===== src/rtl/pwm_bank_pkg.sv =====
package pwm_bank_pkg;

   // Timer base selection; encodings are visible at register address 0.
   typedef enum logic [2:0] {
      BASE_4M      = 3'd0,
      BASE_12M     = 3'd1,
      BASE_48M     = 3'd2,
      BASE_1M_DIV  = 3'd3,
      BASE_4M_DIV  = 3'd4,
      BASE_12M_DIV = 3'd5,
      BASE_48M_DIV = 3'd6
   } base_e;

   localparam int BASE_W     = 3;
   localparam int BASE_LAST  = 6;
   localparam int ADDR_BASE  = 0;
   localparam int ADDR_DIV   = 1;
   localparam int ADDR_CH0   = 2;

   function automatic logic base_uses_div(input base_e b);
      return (b >= BASE_1M_DIV);
   endfunction

endpackage


===== src/rtl/pwm_bank_tick.sv =====
module pwm_bank_tick
   import pwm_bank_pkg::*;
#(
   parameter int DIV_W   = 8,
   parameter int PRE_1M  = 48,
   parameter int PRE_4M  = 12,
   parameter int PRE_12M = 4
) (
   input  logic             clk_i,
   input  logic             rst_ni,
   input  base_e            base_i,
   input  logic [DIV_W-1:0] div_i,
   output logic             tick_o
);

   localparam int PRE_W = $clog2(PRE_1M + 1);

   logic [PRE_W-1:0] pre_q;
   logic [PRE_W-1:0] pre_mod;
   logic             strobe;
   logic [DIV_W:0]   div_q;
   logic [DIV_W:0]   div_eff;
   logic             div_hit;

   // Prescale ratio for the chosen base rate.
   always_comb begin
      unique case (base_i)
         BASE_4M, BASE_4M_DIV:   pre_mod = PRE_W'(PRE_4M);
         BASE_12M, BASE_12M_DIV: pre_mod = PRE_W'(PRE_12M);
         BASE_1M_DIV:            pre_mod = PRE_W'(PRE_1M);
         default:                pre_mod = PRE_W'(1);
      endcase
   end

   assign strobe  = (pre_q >= pre_mod - PRE_W'(1));
   assign div_eff = (div_i == '0) ? {1'b1, {DIV_W{1'b0}}} : {1'b0, div_i};
   assign div_hit = (div_q >= div_eff - (DIV_W+1)'(1));

   always_ff @(posedge clk_i or negedge rst_ni) begin
      if (!rst_ni) begin
         pre_q <= '0;
         div_q <= '0;
      end else begin
         pre_q <= strobe ? '0 : pre_q + PRE_W'(1);
         if (strobe) begin
            div_q <= div_hit ? '0 : div_q + (DIV_W+1)'(1);
         end
      end
   end

   assign tick_o = strobe && (!base_uses_div(base_i) || div_hit);

endmodule


===== src/rtl/pwm_bank_tbase.sv =====
module pwm_bank_tbase #(
   parameter int CNT_W = 16
) (
   input  logic             clk_i,
   input  logic             rst_ni,
   input  logic             tick_i,
   output logic [CNT_W-1:0] cnt_o,
   output logic             wrap_o
);

   logic [CNT_W-1:0] cnt_q;

   always_ff @(posedge clk_i or negedge rst_ni) begin
      if (!rst_ni) begin
         cnt_q <= '0;
      end else if (tick_i) begin
         cnt_q <= cnt_q + CNT_W'(1);
      end
   end

   assign cnt_o  = cnt_q;
   assign wrap_o = tick_i && (&cnt_q);

endmodule


===== src/rtl/pwm_bank_chan.sv =====
module pwm_bank_chan #(
   parameter int   CNT_W    = 16,
   parameter logic IDLE_LVL = 1'b0
) (
   input  logic             clk_i,
   input  logic             rst_ni,
   input  logic             val_we_i,
   input  logic             en_we_i,
   input  logic [CNT_W-1:0] val_i,
   input  logic             en_i,
   input  logic             wrap_i,
   input  logic [CNT_W-1:0] cnt_i,
   output logic             pwm_o,
   output logic             oe_o
);

   logic [CNT_W-1:0] shadow_q;
   logic [CNT_W-1:0] act_q;
   logic             en_q;
   logic             run_q;

   always_ff @(posedge clk_i or negedge rst_ni) begin
      if (!rst_ni) begin
         shadow_q <= '0;
         act_q    <= '0;
         en_q     <= 1'b0;
         run_q    <= 1'b0;
      end else begin
         if (val_we_i) begin
            shadow_q <= val_i;
         end
         if (en_we_i) begin
            en_q <= en_i;
         end
         if (en_we_i && !en_i) begin
            run_q <= 1'b0;
         end else if (wrap_i && en_q) begin
            run_q <= 1'b1;
            act_q <= shadow_q;
         end
      end
   end

   // Low for the first act_q counts, high afterwards.
   assign pwm_o = run_q ? (cnt_i >= act_q) : IDLE_LVL;
   assign oe_o  = run_q;

endmodule


===== src/rtl/pwm_bank.sv =====
module pwm_bank
   import pwm_bank_pkg::*;
#(
   parameter int   NCH      = 4,
   parameter int   CNT_W    = 16,
   parameter int   DIV_W    = 8,
   parameter int   DAT_W    = (CNT_W > DIV_W) ? CNT_W : DIV_W,
   parameter int   ADDR_W   = $clog2(2*NCH + 2),
   parameter int   PRE_1M   = 48,
   parameter int   PRE_4M   = 12,
   parameter int   PRE_12M  = 4,
   parameter logic IDLE_LVL = 1'b0
) (
   input  logic              clk_i,
   input  logic              rst_ni,
   input  logic              wr_en_i,
   input  logic [ADDR_W-1:0] wr_addr_i,
   input  logic [DAT_W-1:0]  wr_data_i,
   output logic [NCH-1:0]    pwm_o,
   output logic [NCH-1:0]    pwm_oe_o
);

   localparam int NREG = 2*NCH + 2;

   // Elaboration-time parameter checks.
   if (NCH < 1) begin : g_bad_nch
      $error("pwm_bank: NCH must be at least 1");
   end
   if (CNT_W < 2) begin : g_bad_cnt
      $error("pwm_bank: CNT_W must be at least 2");
   end
   if (DIV_W < 1) begin : g_bad_div
      $error("pwm_bank: DIV_W must be at least 1");
   end
   if (DAT_W < CNT_W || DAT_W < DIV_W || DAT_W < BASE_W) begin : g_bad_dat
      $error("pwm_bank: DAT_W too narrow");
   end
   if (ADDR_W < $clog2(NREG)) begin : g_bad_addr
      $error("pwm_bank: ADDR_W too narrow for channel count");
   end
   if (PRE_12M < 1 || PRE_4M < PRE_12M || PRE_1M < PRE_4M) begin : g_bad_pre
      $error("pwm_bank: prescale ratios must be ordered and nonzero");
   end

   base_e            base_q;
   logic [DIV_W-1:0] div_q;
   logic             tick;
   logic             wrap;
   logic [CNT_W-1:0] cnt;
   logic             base_we;
   logic             div_we;

   assign base_we = wr_en_i && (wr_addr_i == ADDR_W'(ADDR_BASE));
   assign div_we  = wr_en_i && (wr_addr_i == ADDR_W'(ADDR_DIV));

   always_ff @(posedge clk_i or negedge rst_ni) begin
      if (!rst_ni) begin
         base_q <= BASE_48M;
         div_q  <= DIV_W'(1);
      end else begin
         if (base_we && (wr_data_i[BASE_W-1:0] <= BASE_W'(BASE_LAST))) begin
            base_q <= base_e'(wr_data_i[BASE_W-1:0]);
         end
         if (div_we) begin
            div_q <= wr_data_i[DIV_W-1:0];
         end
      end
   end

   pwm_bank_tick #(
      .DIV_W   (DIV_W),
      .PRE_1M  (PRE_1M),
      .PRE_4M  (PRE_4M),
      .PRE_12M (PRE_12M)
   ) u_tick (
      .clk_i  (clk_i),
      .rst_ni (rst_ni),
      .base_i (base_q),
      .div_i  (div_q),
      .tick_o (tick)
   );

   pwm_bank_tbase #(
      .CNT_W (CNT_W)
   ) u_tbase (
      .clk_i  (clk_i),
      .rst_ni (rst_ni),
      .tick_i (tick),
      .cnt_o  (cnt),
      .wrap_o (wrap)
   );

   for (genvar c = 0; c < NCH; c++) begin : g_ch
      logic val_we;
      logic en_we;

      assign val_we = wr_en_i && (wr_addr_i == ADDR_W'(ADDR_CH0 + 2*c));
      assign en_we  = wr_en_i && (wr_addr_i == ADDR_W'(ADDR_CH0 + 2*c + 1));

      pwm_bank_chan #(
         .CNT_W    (CNT_W),
         .IDLE_LVL (IDLE_LVL)
      ) u_chan (
         .clk_i    (clk_i),
         .rst_ni   (rst_ni),
         .val_we_i (val_we),
         .en_we_i  (en_we),
         .val_i    (wr_data_i[CNT_W-1:0]),
         .en_i     (wr_data_i[0]),
         .wrap_i   (wrap),
         .cnt_i    (cnt),
         .pwm_o    (pwm_o[c]),
         .oe_o     (pwm_oe_o[c])
      );
   end

endmodule


===== config.mk =====
export PLATFORM = sky130hd
export DESIGN_NAME = pwm_bank
export DESIGN_NICKNAME = d
export VERILOG_FILES = /design/src/rtl/pwm_bank_pkg.sv /design/src/rtl/pwm_bank_tick.sv /design/src/rtl/pwm_bank_tbase.sv /design/src/rtl/pwm_bank_chan.sv /design/src/rtl/pwm_bank.sv
export SDC_FILE = /design/constraint.sdc
export NUM_CORES = 1
export LEC_CHECK = 0
export BUFFER_PORTS_ARGS = -buffer_cell sky130_fd_sc_hd__buf_4
export CAP_MARGIN = 25
export CORE_ASPECT_RATIO = 0.6
export CORE_MARGIN = 5
export CORE_UTILIZATION = 60
export CTS_BUF_LIST = sky130_fd_sc_hd__clkbuf_16
export CTS_CLUSTER_SIZE = 30
export DETAILED_ROUTE_END_ITERATION = 8
export HOLD_SLACK_MARGIN = 0.08
export PLACE_DENSITY_LB_ADDON = 0.05
export SYNTH_ARGS = -nofsm -noshare
export SYNTH_HDL_FRONTEND = slang
export SYNTH_SLANG_ARGS = --single-unit

===== constraint.sdc =====
create_clock -name clk_i -period 5.5 [get_ports clk_i]
set_input_delay 0.275 -clock clk_i [delete_from_list [all_inputs] [get_ports clk_i]]
set_output_delay 0.275 -clock clk_i [all_outputs]
set_load 0.005 [all_outputs]

### Yosys cells after proc, flatten, opt, wreduce, memory -nomap -nowiden

Index checks and enable logic that the tools add are counted.

* flip-flop bits (word level): 178
* output and inout bits: 8
* input bits: 23
* logic and storage cells: 105

* eq/ne operators: 13
* $lt $le $gt $ge: 8
* add/subtract/negate cells: 5
* mux-type cells: 16
* bitwise logic cells: 4
* reduce and logical (&&, ||, !) cells: 38

Operators by type and width (count)
* $ge 16x16->1: 4
* $logic_and 1x1->1: 21
* $mux 9: 2
* $pmux 6 s3: 1
* $add 16x1->16 const B: 1
* $eq 4x3->1 const B: 4
* $reduce_and 16->1: 1
* $mux 1: 12
* $add 9x1->9 const B: 1
* $ge 9x9->1: 1
* $sub 9x1->9 const B: 1
* $eq 4x2->1 const B: 2
* $eq 4x4->1 const B: 2
* $logic_not 8->1: 1
* $reduce_and 2->1: 4
* $reduce_bool 2->1: 4
* $add 6x1->6 const B: 1
* $eq 3x3->1 const B: 2
* $ge 6x6->1: 1
* $mux 6: 1
* $sub 6x1->6 const B: 1
* $eq 4x1->1 const B: 1
* $logic_not 4->1: 1
* $not 1->1: 4
* 8 further kinds: 10

### Logic depth before layout (Yosys ltp)

Gate-level depths: netlist (run 1).

* word-level depth: 10
* gate-level depth with buffers: 15
* mapped depth without buffers: 13

### Hierarchy

From an unflattened synthesis (run 1), not the netlist that was laid out.

* cell total of the unflattened synthesis: 832
* area, all modules: 9128.8 sq um

Modules (own cells, without submodules)
* pwm_bank_chan: instances 4, area an instance 1636.6 sq um, seq. area each 850.8 sq um, cells each 146
* pwm_bank_tick: instances 1, area an instance 1277.5 sq um, seq. area each 375.4 sq um, cells each 133
* pwm_bank_tbase: instances 1, area an instance 754.5 sq um, seq. area each 400.4 sq um, cells each 67
* pwm_bank: instances 1, area an instance 550.5 sq um, seq. area each 277.8 sq um, cells each 48

### Worst setup path before layout (run 1)

No wires, ideal clock.

* path type: flip-flop to flip-flop
* start: register div_q[3]
* end: register g_ch[0].u_chan.act_q[10]
* library setup time: 0.125 ns
* cell stages (with the launch flop): 15
* period minus slack after synthesis: 3.166 ns
* arrival: 3.041 ns
* required time: 5.375 ns
* setup slack: 2.334 ns
* cells stage by stage: dfrtp_1 > nor4_1 > a32oi_1 > nor2_1 > nand2_1 > xnor2_1 > ha_1 > nand2_1 > o211ai_1 > a311oi_1 > nor4_4 > and3_1 > buf_6 > buf_6 > mux2_4

* cells in the longest elaborated chain, start to end: 9

Ends and longest elaborated chain
* start: declaration: RTL line pwm_bank.sv:46 `logic [DIV_W-1:0] div_q;`
* start signal: assignment: RTL line pwm_bank.sv:65 `div_q <= wr_data_i[DIV_W-1:0];`
* $logic_not 8->1: RTL line pwm_bank_tick.sv:36 `assign div_eff = (div_i == '0) ? {1'b1, {DIV_W{1'b0}}} : {1'b0, div_i};`
* $mux 9 *: RTL line pwm_bank_tick.sv:36
* $sub 9x1->9 *: RTL line pwm_bank_tick.sv:37 `assign div_hit = (div_q >= div_eff - (DIV_W+1)'(1));`
* $ge 9x9->1 *: RTL line pwm_bank_tick.sv:37
* $logic_or 1x1->1 *: RTL line pwm_bank_tick.sv:51 `assign tick_o = strobe && (!base_uses_div(base_i) || div_hit);`
* $logic_and 1x1->1 *: RTL line pwm_bank_tick.sv:51
* $logic_and 1x1->1 *: RTL line pwm_bank_tbase.sv:22 `assign wrap_o = tick_i && (&cnt_q);`
* $logic_and 1x1->1 *: RTL line pwm_bank_chan.sv:37 `end else if (wrap_i && en_q) begin`
* $reduce_and 2->1 (no source line) *
* end signal: assignment: RTL line pwm_bank_chan.sv:39 `act_q <= shadow_q;`
* end: declaration: RTL line pwm_bank_chan.sv:18 `logic [CNT_W-1:0] act_q;`

Mark *: on every way between the ends. The rest lies on a longest branch, timed or not.
A chain may end at the register's enable or synchronous reset.

### Worst setup path in the final report (run 1)

* start: register div_q[3]
* end: register g_ch[0].u_chan.act_q[1]

The elaborated chain is that of the path after synthesis.

==> summary.md, run 1 <==
| Metric | Value |
|---|---|
| Clock sink count | 178 |
| Vias/cell | 5.82 |
| # fillers | 1135 |
| Layout Cells excl Fill | 1001 |
| Clock network power share | 32.1% |
| Finish-stage setup viols | 0 |
| Initial antenna violation count | 2 |
| Overflow after GRT | 0 |
| Setup Skew | 17.5 ps |
| Root buf cell | clkbuf_16 |
| Worst-path maximum fanout | 17 |
| Post-synth EDFFs | 0 |
| Compound-gate portion of the synthesized area | 7.99% |
| Final Max Tran Viols | 0 |
| Die ar. | 18100 um2 |
| Layout cells sized above 1 | 27.2% |
| FMAX | 0.246 GHz |
| H-tree levels | 4 |
| Num CTS Buffers | 17 |
| Iteration-0 DRC Markers | 349 |
| Worst-Margin Slew | 1030 ps |
| Comb pwr share | 23.8% |
| Crit path arrival time | 4370 ps |
| Worst slack, placed | 1440 ps |
| # placed instances | 967 |
| Final non-filler cell area | 10300 um2 |
| Clock edge transition at the registers on the reported setup and hold paths | 80 ps |
| # rows | 35 |
| Post-Synth XOR/XNOR Area | 2.36% |
| Critical Path RT | 5810 ps |
| Vias in the first global route | 6130 |
| Max_cap viols | 0 |
| Critical path class | reg -> reg |
| Mapped Cells | 756 |
| Area delta synth->final | 10.7% |
| Detailed placement HPWL | 15000 um |
| Synth Area in Simple Gates | 7.32% |
| CTS tree | yes |
| Io pins | 31 |
| Crit path time final | 4060 ps |
| Total negative slack | 0 ps |
| First-pass GRT wire length | 33500 um |
| Clk_lat worst skew | 440 ps |
| Worst setup margin | 1440 ps |
| P_leak | 4.98 nW |
| Seq. cell area | 4460 um2 |
| DP Area | 9610 um2 |
| RSZ-0062 raised after global routing | no |
| Switch share | 33.0% |
| Pwr dens | 370 nW/um2 |
| Endpoints failing hold | 0 |
| Int Pwr | 2.54 mW |
| Post-synth ARST share | 100% |
| Worst-case clock buffer depth | 2 |
| Hold Crit Class | in -> reg |
| Largest net degree at the start of global routing | 94 |
| Final core utilization | 67.3% |
| Setup bufs post-CTS | 0 |
| CP Launch Type | flip-flop |
| Drt total wl | 20300 um |
| Die Y | 106 um |
| Nets | 891 |
| Main combinational cell family by area after synthesis | multiplexers |
| Post-synthesis register bit count | 178 |
| Starting Density | 60.8% |
| Footprint of the multi-input gates | 4390 um2 |
| Syn_area_per_cell | 12.3 um2 |
| GPL Wtd Cong | 0.853 |
| P_sw | 1.25 mW |
| DRC | 0 |
| Endpoint class of the critical path | flip-flop |
| Post-synth cell types | 51 |
| Post-Synth Adder-Cell Area | 11.2% |
| Total global-route track usage | 24.1% |
| Yosys warning count | 0 |
| # diodes | 0 |
| Area of the core | 15200 um2 |
| Slew HR | 31.4% |
| Drt wl/cell | 20.3 um |
| Outcome | completed |
| DRT Pass-1 Iters | 4 |
| Seq/Total Area, Yosys | 48.1% |
| Post-synthesis mux area share | 18.3% |
| Sequential share of power | 44.1% |
| Port Buffers | 30 |
| Via Count | 5822 |
| Die Span X | 170 um |
| Antenna viol nets, final | 0 |
| Synthesized cell area | 9270 um2 |
| Worst ir drop on vdd | 208 uV |
| Fin crit share | 73.9% |
| Top_reg_cell synth | dfrtp_1 |
-- path summary, 6_finish.rpt --
| check | from | to | slack, ps | cells after the start |
|---|---|---|---|---|
| max reg2reg | div_q[3] | g_ch[0].u_chan.act_q[1] | 1440 | 12 |
| min in group asynchronous | rst_ni | g_ch[1].u_chan.shadow_q[2] | 500 | 2 |
| max | div_q[3] | g_ch[0].u_chan.act_q[1] | 1440 | 12 |
| min reg2reg | g_ch[1].u_chan.shadow_q[9] | g_ch[1].u_chan.act_q[9] | 490 | 1 |
| max in group asynchronous | rst_ni | g_ch[2].u_chan.shadow_q[0] | 3820 | 4 |
| min | wr_data_i[15] | g_ch[3].u_chan.shadow_q[15] | 130 | 2 |
-- stage by stage --
step           power (mW)  hold WS [ps]
2_1_floorplan        2.28         -20.6
3_3_place_gp         2.50           406
3_5_place_dp         2.57           417
4_1_cts              3.80           119
5_1_grt              4.00           113
6_report             3.79           127
-- Yosys cell counts, drive strengths merged (3+ instances only) --
library cell  count  area [um2]
dfrtp           176        4400
mux2            142        1700
ha               83        1040
inv              67         251
nand2            34         128
a21oi            25         125
nor2             25        93.8
a21o             24         180
buf              18         145
xor2             16         140
nand3            14        80.1
o21ai            11        55.1
and3              9        56.3
clkbuf            9        33.8
xnor2             9        78.8
o2111ai           8        70.1
nor4              7        58.8
o21a              7        52.6
nand2b            6        37.5
nand3b            6        45.0
or3               6        37.5
a22o              5        43.8
nand4             5        31.3
nor2b             5        31.3
a211o             4        35.0
a211oi            4        30.0
a31oi             4        25.0
nor3              4        20.0
nor3b             3        22.5
o22a              3        26.3
-- logic make-up (layout without fill, tap and decap cells) --
kind of cell,Yosys count,after routing
AOI/OAI and AO/OA,104,104
xor gates and xnor gates,25,25
adders and majority gates,83,83
buffers and inverters,94,135
DFF,178,178
muxes,142,142
other,1,2
and+or+nand+nor,129,129
-- placed cells by master, fill, tap and decap left out, types with 3 or more instances in the layout --
cell type / synthesis / routed
inv_1: 67 / 67
o21a_1: 7 / 7
o22a_1: 3 / 3
a31oi_1: 4 / 4
nor3_1: 4 / 4
a211oi_1: 4 / 4
nand4_1: 5 / 5
mux2_4: 27 / 27
nor2b_1: 5 / 5
a22o_1: 5 / 5
o2111ai_1: 8 / 8
nor2_1: 25 / 25
nand2b_1: 6 / 6
nand3b_1: 6 / 6
a21oi_1: 25 / 25
o21ai_0: 10 / 10
or3_1: 6 / 6
nor4_1: 6 / 6
clkinv_8: 0 / 5
xor2_1: 16 / 16
inv_8: 0 / 6
dfrtp_1: 176 / 176
ha_1: 83 / 83
and3_1: 9 / 9
mux2_2: 113 / 113
nand2_1: 34 / 34
xnor2_1: 9 / 9
buf_4: 8 / 33
nand3_1: 12 / 12
clkbuf_16: 0 / 17
a211o_1: 4 / 4
a21o_1: 24 / 24
-- critical path, cell delays in order, from the launching register on --
cell and delay [ps]:
dfrtp_1 440, nor4_1 390, a32oi_1 160, nor2_1 200
nand2_1 100, xnor2_1 170, ha_1 290, nand2_1 80
o211ai_1 280, a311oi_1 130, nor4_4 390, and3_1 890
mux2_2 430
-- state kept, by name, summed over array words and instances, names as in the netlist --
| name | cells |
|---|---|
| g_ch.u_chan.act_q | 64 |
| g_ch.u_chan.oe_o | 4 |
| div_q | 8 |
| g_ch.u_chan.shadow_q | 64 |
| u_tick.pre_q | 6 |
| u_tick.div_q | 9 |
| g_ch.u_chan.en_q | 4 |
| base_q | 3 |
| u_tbase.cnt_o | 16 |
-- cell type report --
type	instances	area share, %
multi-input combinational	485	42.8
tap	203	2.48
sequential	178	43.5
clock inverter	15	1.77
inverter	67	2.45
clock buffer	17	4.15
timing repair buffer	36	2.89
-- what timing repair did --
item                                   in CTS  in global routing
hold buffers                                1                  0
endpoints found under the hold margin      90                  0
resized for setup                           0                  0
-- layer usage --
metal | part of all wire (%) | vias to the layer above | track usage (%)
met2 | 43 | 134 | 34.2
met1 | 50 | 2942 | 36.9
met5 | 0 | - | 0
met3 | 6.7 | 21 | 7.02
met4 | 1.0 | 0 | 5.30
li1 | - | 2725 | -
-- power groups by stage --
stage	combinational, mW	sequential (mW)	clock [mW]
finish	0.902	1.67	1.22
floorplan	0.645	1.63	0
global route	1.00	1.70	1.30
global placement	0.820	1.68	0
detailed placement	0.879	1.69	0
CTS	0.892	1.67	1.24
Power figures use the tool's default switching activity.
==> inputs of run 2 (changes only) <==
Settings changed: ABC_AREA from default to 1, CORE_UTILIZATION 60 to 57.
Clock period 5.5 ns to 3.3 ns, I/O delays scaled along.
==> summary.md, run 2 <==
| Metric | Value |
|---|---|
| Outcome | completed |
| Commonest cells in the netlist | 306 x nand2_1, 207 x inv_1, 176 x dfrtp_1, 85 x o21ai_0, 83 x ha_1 |
| Reg2reg path depth | 18 (+6) |
| Post-Route M1 WL | 13300 um (+32%) |
| Pwr dens | 601 nW/um2 (+63%) |
| Mapped Cells | 1195 (+58%) |
| Endpoint class of the critical path | flip-flop |
| Slew HR | 34.0% (+2.6 points) |
| Top_reg_cell synth | dfrtp_1 |
| Reg2reg start | div_q[0] |
| Die Y | 111 um (+4.5%) |
| Reg2reg setup slack | 210 ps (-1220 ps) |
| WHS Path Cells | 3 (+1) |
| Nets | 1347 (+51%) |
| Top-count cell post-synth | nand2_1 |
| Total global-route track usage | 27.0% (+2.8 points) |
| Clk_lat worst skew | 440 ps (about the same) |
| Worst-Margin Slew | 987 ps (-41.3 ps) |
| Area of the core | 16400 um2 (+7.9%) |
| Num CTS Buffers | 17 (unchanged) |
| Initial antenna violation count | 0 (-2) |
| Yosys warning count | 0 (unchanged) |
| Yosys top cell by area | dfrtp_1 |
| Endpoints failing hold | 0 (unchanged) |
| Crit path time final | 3090 ps (-977 ps) |
| Die ar. | 19800 um2 (+9.3%) |
| Vias in the first global route | 7408 (+21%) |
| Post-synthesis register bit count | 178 (unchanged) |
| Reg2reg end | g_ch[0].u_chan.act_q[11] |
| Detailed placement HPWL | 18700 um (+25%) |
| FMAX | 0.324 GHz (+32%) |
| Max Used Layer | met4 |
| Setup Skew | 8.18 ps (-9.28 ps) |
| Layout cells sized above 1 | 8.61% (-19 points) |
| DRT Pass-1 Iters | 8 (+4) |
| Overflow after GRT | 0 (unchanged) |
| Starting Density | 58.9% (-1.9 points) |
| Worst hold path startpoint | wr_data_i[7] |
| Total negative slack | 0 ps (unchanged) |
| # rows | 36 (+2.9%) |
| Drt total wl | 26200 um (+29%) |
| Die Span X | 178 um (+4.6%) |
| Post-synth cell types | 35 (-31%) |
| Commonest non-fill, non-tap cell in the layout | nand2_1 |
| Int Pwr | 4.17 mW (+64%) |
| Worst-case clock buffer depth | 2 (unchanged) |
| Clock sink count | 178 (unchanged) |
| Via Count | 7963 (+37%) |
| Seq/Total Area, Yosys | 46.0% (-2.1 points) |
| Finish-stage setup viols | 0 (unchanged) |
| Drt wl/cell | 17.7 um (-13%) |
| Post-synth EDFFs | 0 (unchanged) |
| Vias/cell | 5.37 (-7.6%) |
| Worst-path maximum fanout | 16 (-1) |
| CP Launch Type | flip-flop |
| CTS tree | yes |
| First-pass GRT wire length | 41100 um (+23%) |
| H-tree levels | 4 (unchanged) |
| Io pins | 31 (unchanged) |
| P_sw | 2.48 mW (+98%) |
| Switch share | 37.3% (+4.3 points) |
| # diodes | 0 (unchanged) |
| Crit path arrival time | 3460 ps (-910 ps) |
| # fillers | 1398 (+23%) |
| Comb pwr share | 28.2% (+4.4 points) |
| Area contributors post-synth | dfrtp_1 45%, nand2_1 12%, ha_1 11%, inv_1 8.0%, o21ai_0 4.4% |
| Clock network power share | 29.9% (-2.2 points) |
| Worst ir drop on vdd | 395 uV (+90%) |
| Root buf cell | clkbuf_16 |
| Hold Slack | 98.1 ps (-28.8 ps) |
| Port Buffers | 30 (unchanged) |
| Top cell type's share of synthesized area | 45.4% (-2.1 points) |
| Fin crit share | 93.5% (+20 points) |
| Area delta synth->final | 14.1% |
| Critical path class | reg -> reg |
| Max_cap viols | 0 (unchanged) |
| Hold EP | g_ch[2].u_chan.shadow_q[7] |
| DR WL met3 | 2440 um (+79%) |
| Clock edge transition at the registers on the reported setup and hold paths | 70 ps (about the same) |
| Final Max Tran Viols | 0 (unchanged) |
| Syn_area_per_cell | 8.11 um2 (-34%) |
| Antenna viol nets, final | 0 (unchanged) |
| Sequential share of power | 41.9% (-2.2 points) |
| Largest net degree at the start of global routing | 64 (-32%) |
| Commonest cells after routing, fill and taps aside | 303 x nand2_1, 207 x inv_1, 176 x dfrtp_1 |
| P_leak | 5.80 nW (+16%) |
| Synthesized cell area | 9690 um2 (+4.6%) |
| Met2 routed WL | 10100 um (+17%) |
| Post-synth ARST share | 100% (unchanged) |
| DRC | 0 (unchanged) |
| Hold Crit Class | in -> reg |
| Iteration-0 DRC Markers | 697 (+100%) |
| GPL Wtd Cong | 0.909 (+6.7%) |
| Critical Path RT | 3680 ps (-2130 ps) |
==> run 2: logic make-up after synthesis <==
group | count (synthesis) | synth area share [%]
simple gates | 497 | 22.3
fa+ha+maj | 83 | 10.7
other cells | 1 | 0.0387
xor+xnor | 22 | 1.99
buf+inv | 251 | 10.2
flops | 178 | 46.0
compound gates | 163 | 8.74
==> run 2: through the flow <==
step	cells	area [um2]	utilization (%)	total power [mW]	worst slack, ps
finish	1482	11100	67.2	6.64	214
global route	1482	11100	67.2	7.05	-15.3
CTS	1476	10900	66.2	6.45	18.4
global placement	1433	10200	62.0	4.43	197
detailed placement	1433	10200	62.0	4.47	56.0
floorplan	1196	9700	-	3.84	389
==> run 2: critical path, stage by stage, from the launching register on <==
cell     delay (ps)
dfstp_2         540
inv_1            50
ha_1            230
nand3_2         110
o22ai_1          80
nand2_1         140
nor3_1           80
xor2_1          150
ha_1            290
nand2_1          80
nor2_4          140
nand3_1         100
and2_1          180
nand3_1         150
nand3_2         130
nor2_4          150
buf_12          160
nand3_1         160
nand2_1         110
==> run 2: final cells by class <==
class | instances | area (um2) | area share, %
sequential | 178 | 4460 | 40.3
multi-input combinational | 769 | 4340 | 39.3
inverter | 211 | 792 | 7.16
timing repair buffer | 64 | 608 | 5.50
clock buffer | 17 | 425 | 3.85
tap | 228 | 285 | 2.58
clock inverter | 15 | 146 | 1.32
==> run 2: metal layers <==
layer	vias up	global-route usage [%]
met2	287	34.0
met5	-	0
met1	3745	44.7
met4	0	5.72
li1	3906	-
met3	25	8.15
==> run 2: worst max path at each step <==
stage,depth (start not counted),endpoint,slack (ps),start
floorplan,18,g_ch[1].u_chan.act_q[0],390,div_q[0]
global placement,19,g_ch[3].u_chan.act_q[9],200,div_q[0]
detailed placement,18,u_tbase.cnt_o[15],60,div_q[0]
CTS,18,u_tbase.cnt_o[9],20,div_q[0]
global route,19,g_ch[3].u_chan.act_q[1],-20,div_q[0]
finish,18,g_ch[0].u_chan.act_q[11],210,div_q[0]
==> run 2: power groups by stage <==
| stage | sequential (mW) | combinational, mW | clock [mW] |
|---|---|---|---|
| global route | 2.82 | 2.13 | 2.10 |
| finish | 2.78 | 1.88 | 1.98 |
| CTS | 2.77 | 1.68 | 2.00 |
| floorplan | 2.71 | 1.13 | 0 |
| global placement | 2.82 | 1.61 | 0 |
| detailed placement | 2.81 | 1.66 | 0 |
==> run 2: repair_timing <==
action,CTS,global route
buffers inserted,0,1
setup endpoints to repair,0,69
hold buffers,11,0
hold endpoints to repair,64,0
resized for setup,0,14
==> inputs of run 3 (changes only) <==
Settings changed: ABC_AREA 1 to default, CORE_UTILIZATION 57 to 56.
==> summary.md, run 3 (synthesis gave the netlist of run 1 again) <==
| Metric | Value |
|---|---|
| Outcome | complete, but fails checks |
| Critical path class | reg -> reg |
| DRC | 0 (unchanged) |
| Pwr Total | 6.39 mW (-3.8%) |
| RSZ-0062 raised after global routing | yes |
| FMAX | 0.303 GHz (-6.5%) |
| GPL Wtd Cong | 0.815 (-10%) |
| H-tree levels | 4 (unchanged) |
| CP Launch Type | flip-flop |
| Layout cells sized above 1 | 29.6% (+21 points) |
| Worst ir drop on vdd | 364 uV (-7.7%) |
| Worst-case clock buffer depth | 2 (unchanged) |
| P_leak | 5.18 nW (-11%) |
| Pwr dens | 594 nW/um2 (-1.2%) |
| Slew HR | 38.7% (+4.7 points) |
| Clock sink count | 178 (unchanged) |
| Iteration-0 DRC Markers | 403 (-42%) |
| Die Span X | 176 um (-1.3%) |
| Endpoints failing hold | 0 (unchanged) |
| Commonest non-fill, non-tap cell in the layout | dfrtp_1 |
| Worst setup margin | -2.46 ps (-216 ps) |
| Antenna viol nets, final | 0 (unchanged) |
| WHS Path Cells | 2 (-1) |
| Crit path arrival time | 3630 ps (+170 ps) |
| Clk_lat worst skew | 440 ps (about the same) |
| Port Buffers | 30 (unchanged) |
| Worst hold path startpoint | wr_data_i[1] |
| Root buf cell | clkbuf_16 |
| Total negative slack | -2.46 ps (-2.46 ps) |
| Largest net degree at the start of global routing | 76 (+19%) |
| Area of the core | 16200 um2 (-1.4%) |
| Starting Density | 57.2% (-1.8 points) |
| DRT Pass-1 Iters | 4 (-4) |
| Hold Crit Class | in -> reg |
| Vias in the first global route | 6214 (-16%) |
| Via Count | 5953 (-25%) |
| First-pass GRT wire length | 34100 um (-17%) |
| Total global-route track usage | 23.4% (-3.6 points) |
| Failing checks | setup timing |
| Nets | 925 (-31%) |
| Commonest cells after routing, fill and taps aside | 176 x dfrtp_1, 99 x mux2_2, 81 x ha_1 |
| Worst-path maximum fanout | 8 (-8) |
| Finish-stage setup viols | 1 (+1) |
| Fin crit share | 100% (+6.5 points) |
| Worst slack, placed | 12.5 ps (-43.5 ps) |
| # diodes | 0 (unchanged) |
| Io pins | 31 (unchanged) |
| Overflow after GRT | 0 (unchanged) |
| Max_cap viols | 0 (unchanged) |
| Vias/cell | 5.73 (+6.6%) |
| Drt wl/cell | 20.1 um (+14%) |
| Die Y | 110 um (-1.2%) |
| Worst-Margin Slew | 916 ps (-71.0 ps) |
| Reg2reg start | div_q[3] |
| Clock edge transition at the registers on the reported setup and hold paths | 60 ps (about the same) |
| Setup Skew | 18.5 ps (+10.3 ps) |
| Critical Path RT | 3620 ps (-60 ps) |
| Area delta synth->final | 16.2% |
| Crit path time final | 3300 ps (+216 ps) |
| Initial antenna violation count | 0 (unchanged) |
| Critical path startpoint | div_q[3] |
| Drt total wl | 20800 um (-20%) |
| # fillers | 1223 (-13%) |
| Footprint of the multi-input gates | 4510 um2 (+4.0%) |
| Seq. cell area | 4460 um2 (unchanged) |
| Final Max Tran Viols | 0 (unchanged) |
| # rows | 36 (unchanged) |
| CTS tree | yes |
| Endpoint class of the critical path | flip-flop |
| Reg2reg path depth | 14 (-4) |
| Die ar. | 19300 um2 (-2.5%) |
| Num CTS Buffers | 17 (unchanged) |
| Detailed placement HPWL | 15000 um (-20%) |
[run 3: cell types whose count changed in the layout (fill, tap and decap cells not counted), moves of 6 or more]
cell | previous run | this run
o21ai_0 | 85 | 10
nand2b_1 | 0 | 6
inv_1 | 207 | 66
nor2_1 | 55 | 24
nand2_1 | 303 | 33
a21o_1 | 0 | 24
or3_1 | 0 | 6
mux2_4 | 0 | 42
nand3_1 | 66 | 12
a21oi_1 | 63 | 24
nor3_1 | 10 | 4
nand4_1 | 36 | 5
o2111ai_1 | 0 | 8
mux2_2 | 0 | 99
[run 3: path summary, 6_finish.rpt]
kind                                               to  slack [ps]
max reg2reg                   g_ch[3].u_chan.act_q[7]          -2
min in group asynchronous  g_ch[1].u_chan.shadow_q[2]         300
max in group asynchronous                   base_q[1]        2070
min                                          div_q[1]          90
max                           g_ch[3].u_chan.act_q[7]          -2
min reg2reg                   g_ch[1].u_chan.act_q[9]         490
[run 3: power by group]
part	leakage, nW	internal, mW	switching (mW)
Combinational	2.58	0.774	0.787
Sequential	2.33	2.50	0.302
Clock	0.277	1.18	0.846
[run 3: what timing repair did]
item,in CTS,in global routing
endpoints found under the setup margin,0,65
hold buffers,14,0
endpoints found under the hold margin,130,0
resized for setup,0,29
buffers inserted,0,2
[run 3: worst max-delay path, stage by stage, from the launching register on]
cell       delay, ps
dfrtp_1          400
nor4_4           300
a32oi_1          140
nor2_1           160
buf_4            140
nand2_2           50
xor2_1           160
ha_2             190
a21oi_2           50
o211ai_1         310
o211ai_1         170
nor4_4           290
and3_4           340
clkbuf_16        190
mux2_4           290
[run 3: layout make-up]
class                   instances  area share, %
inverters                      67           2.34
flip-flops and latches        178           41.4
multi-input cells             485           41.9
clock buffers                  17           3.95
well taps                     209           2.43
clock inverters                13           1.49
repair buffers                 70           6.47
[run 3: layer usage]
layer / share of wire [%] / global-route usage, % / routed length, um / vias to the layer above
met5: 0 / 0 / 0 / -
li1: - / - / - / 2792
met4: 0.76 / 4.45 / 159 / 0
met2: 43 / 34.4 / 8960 / 104
met1: 50 / 35.8 / 10400 / 3045
met3: 6.3 / 5.64 / 1320 / 12
[run 3: per-stage QoR]
| step | util (%) | area, um2 | cells | hold slack [ps] |
|---|---|---|---|---|
| final | 66.4 | 10800 | 1039 | 92.7 |
| after global routing | 66.4 | 10800 | 1039 | 90.1 |
| after CTS | 64.9 | 10500 | 1033 | 87.3 |
| after detailed placement | 60.4 | 9800 | 989 | 231 |
| after global placement | 60.4 | 9800 | 989 | 218 |
| after floorplan | - | 9270 | 757 | -131 |
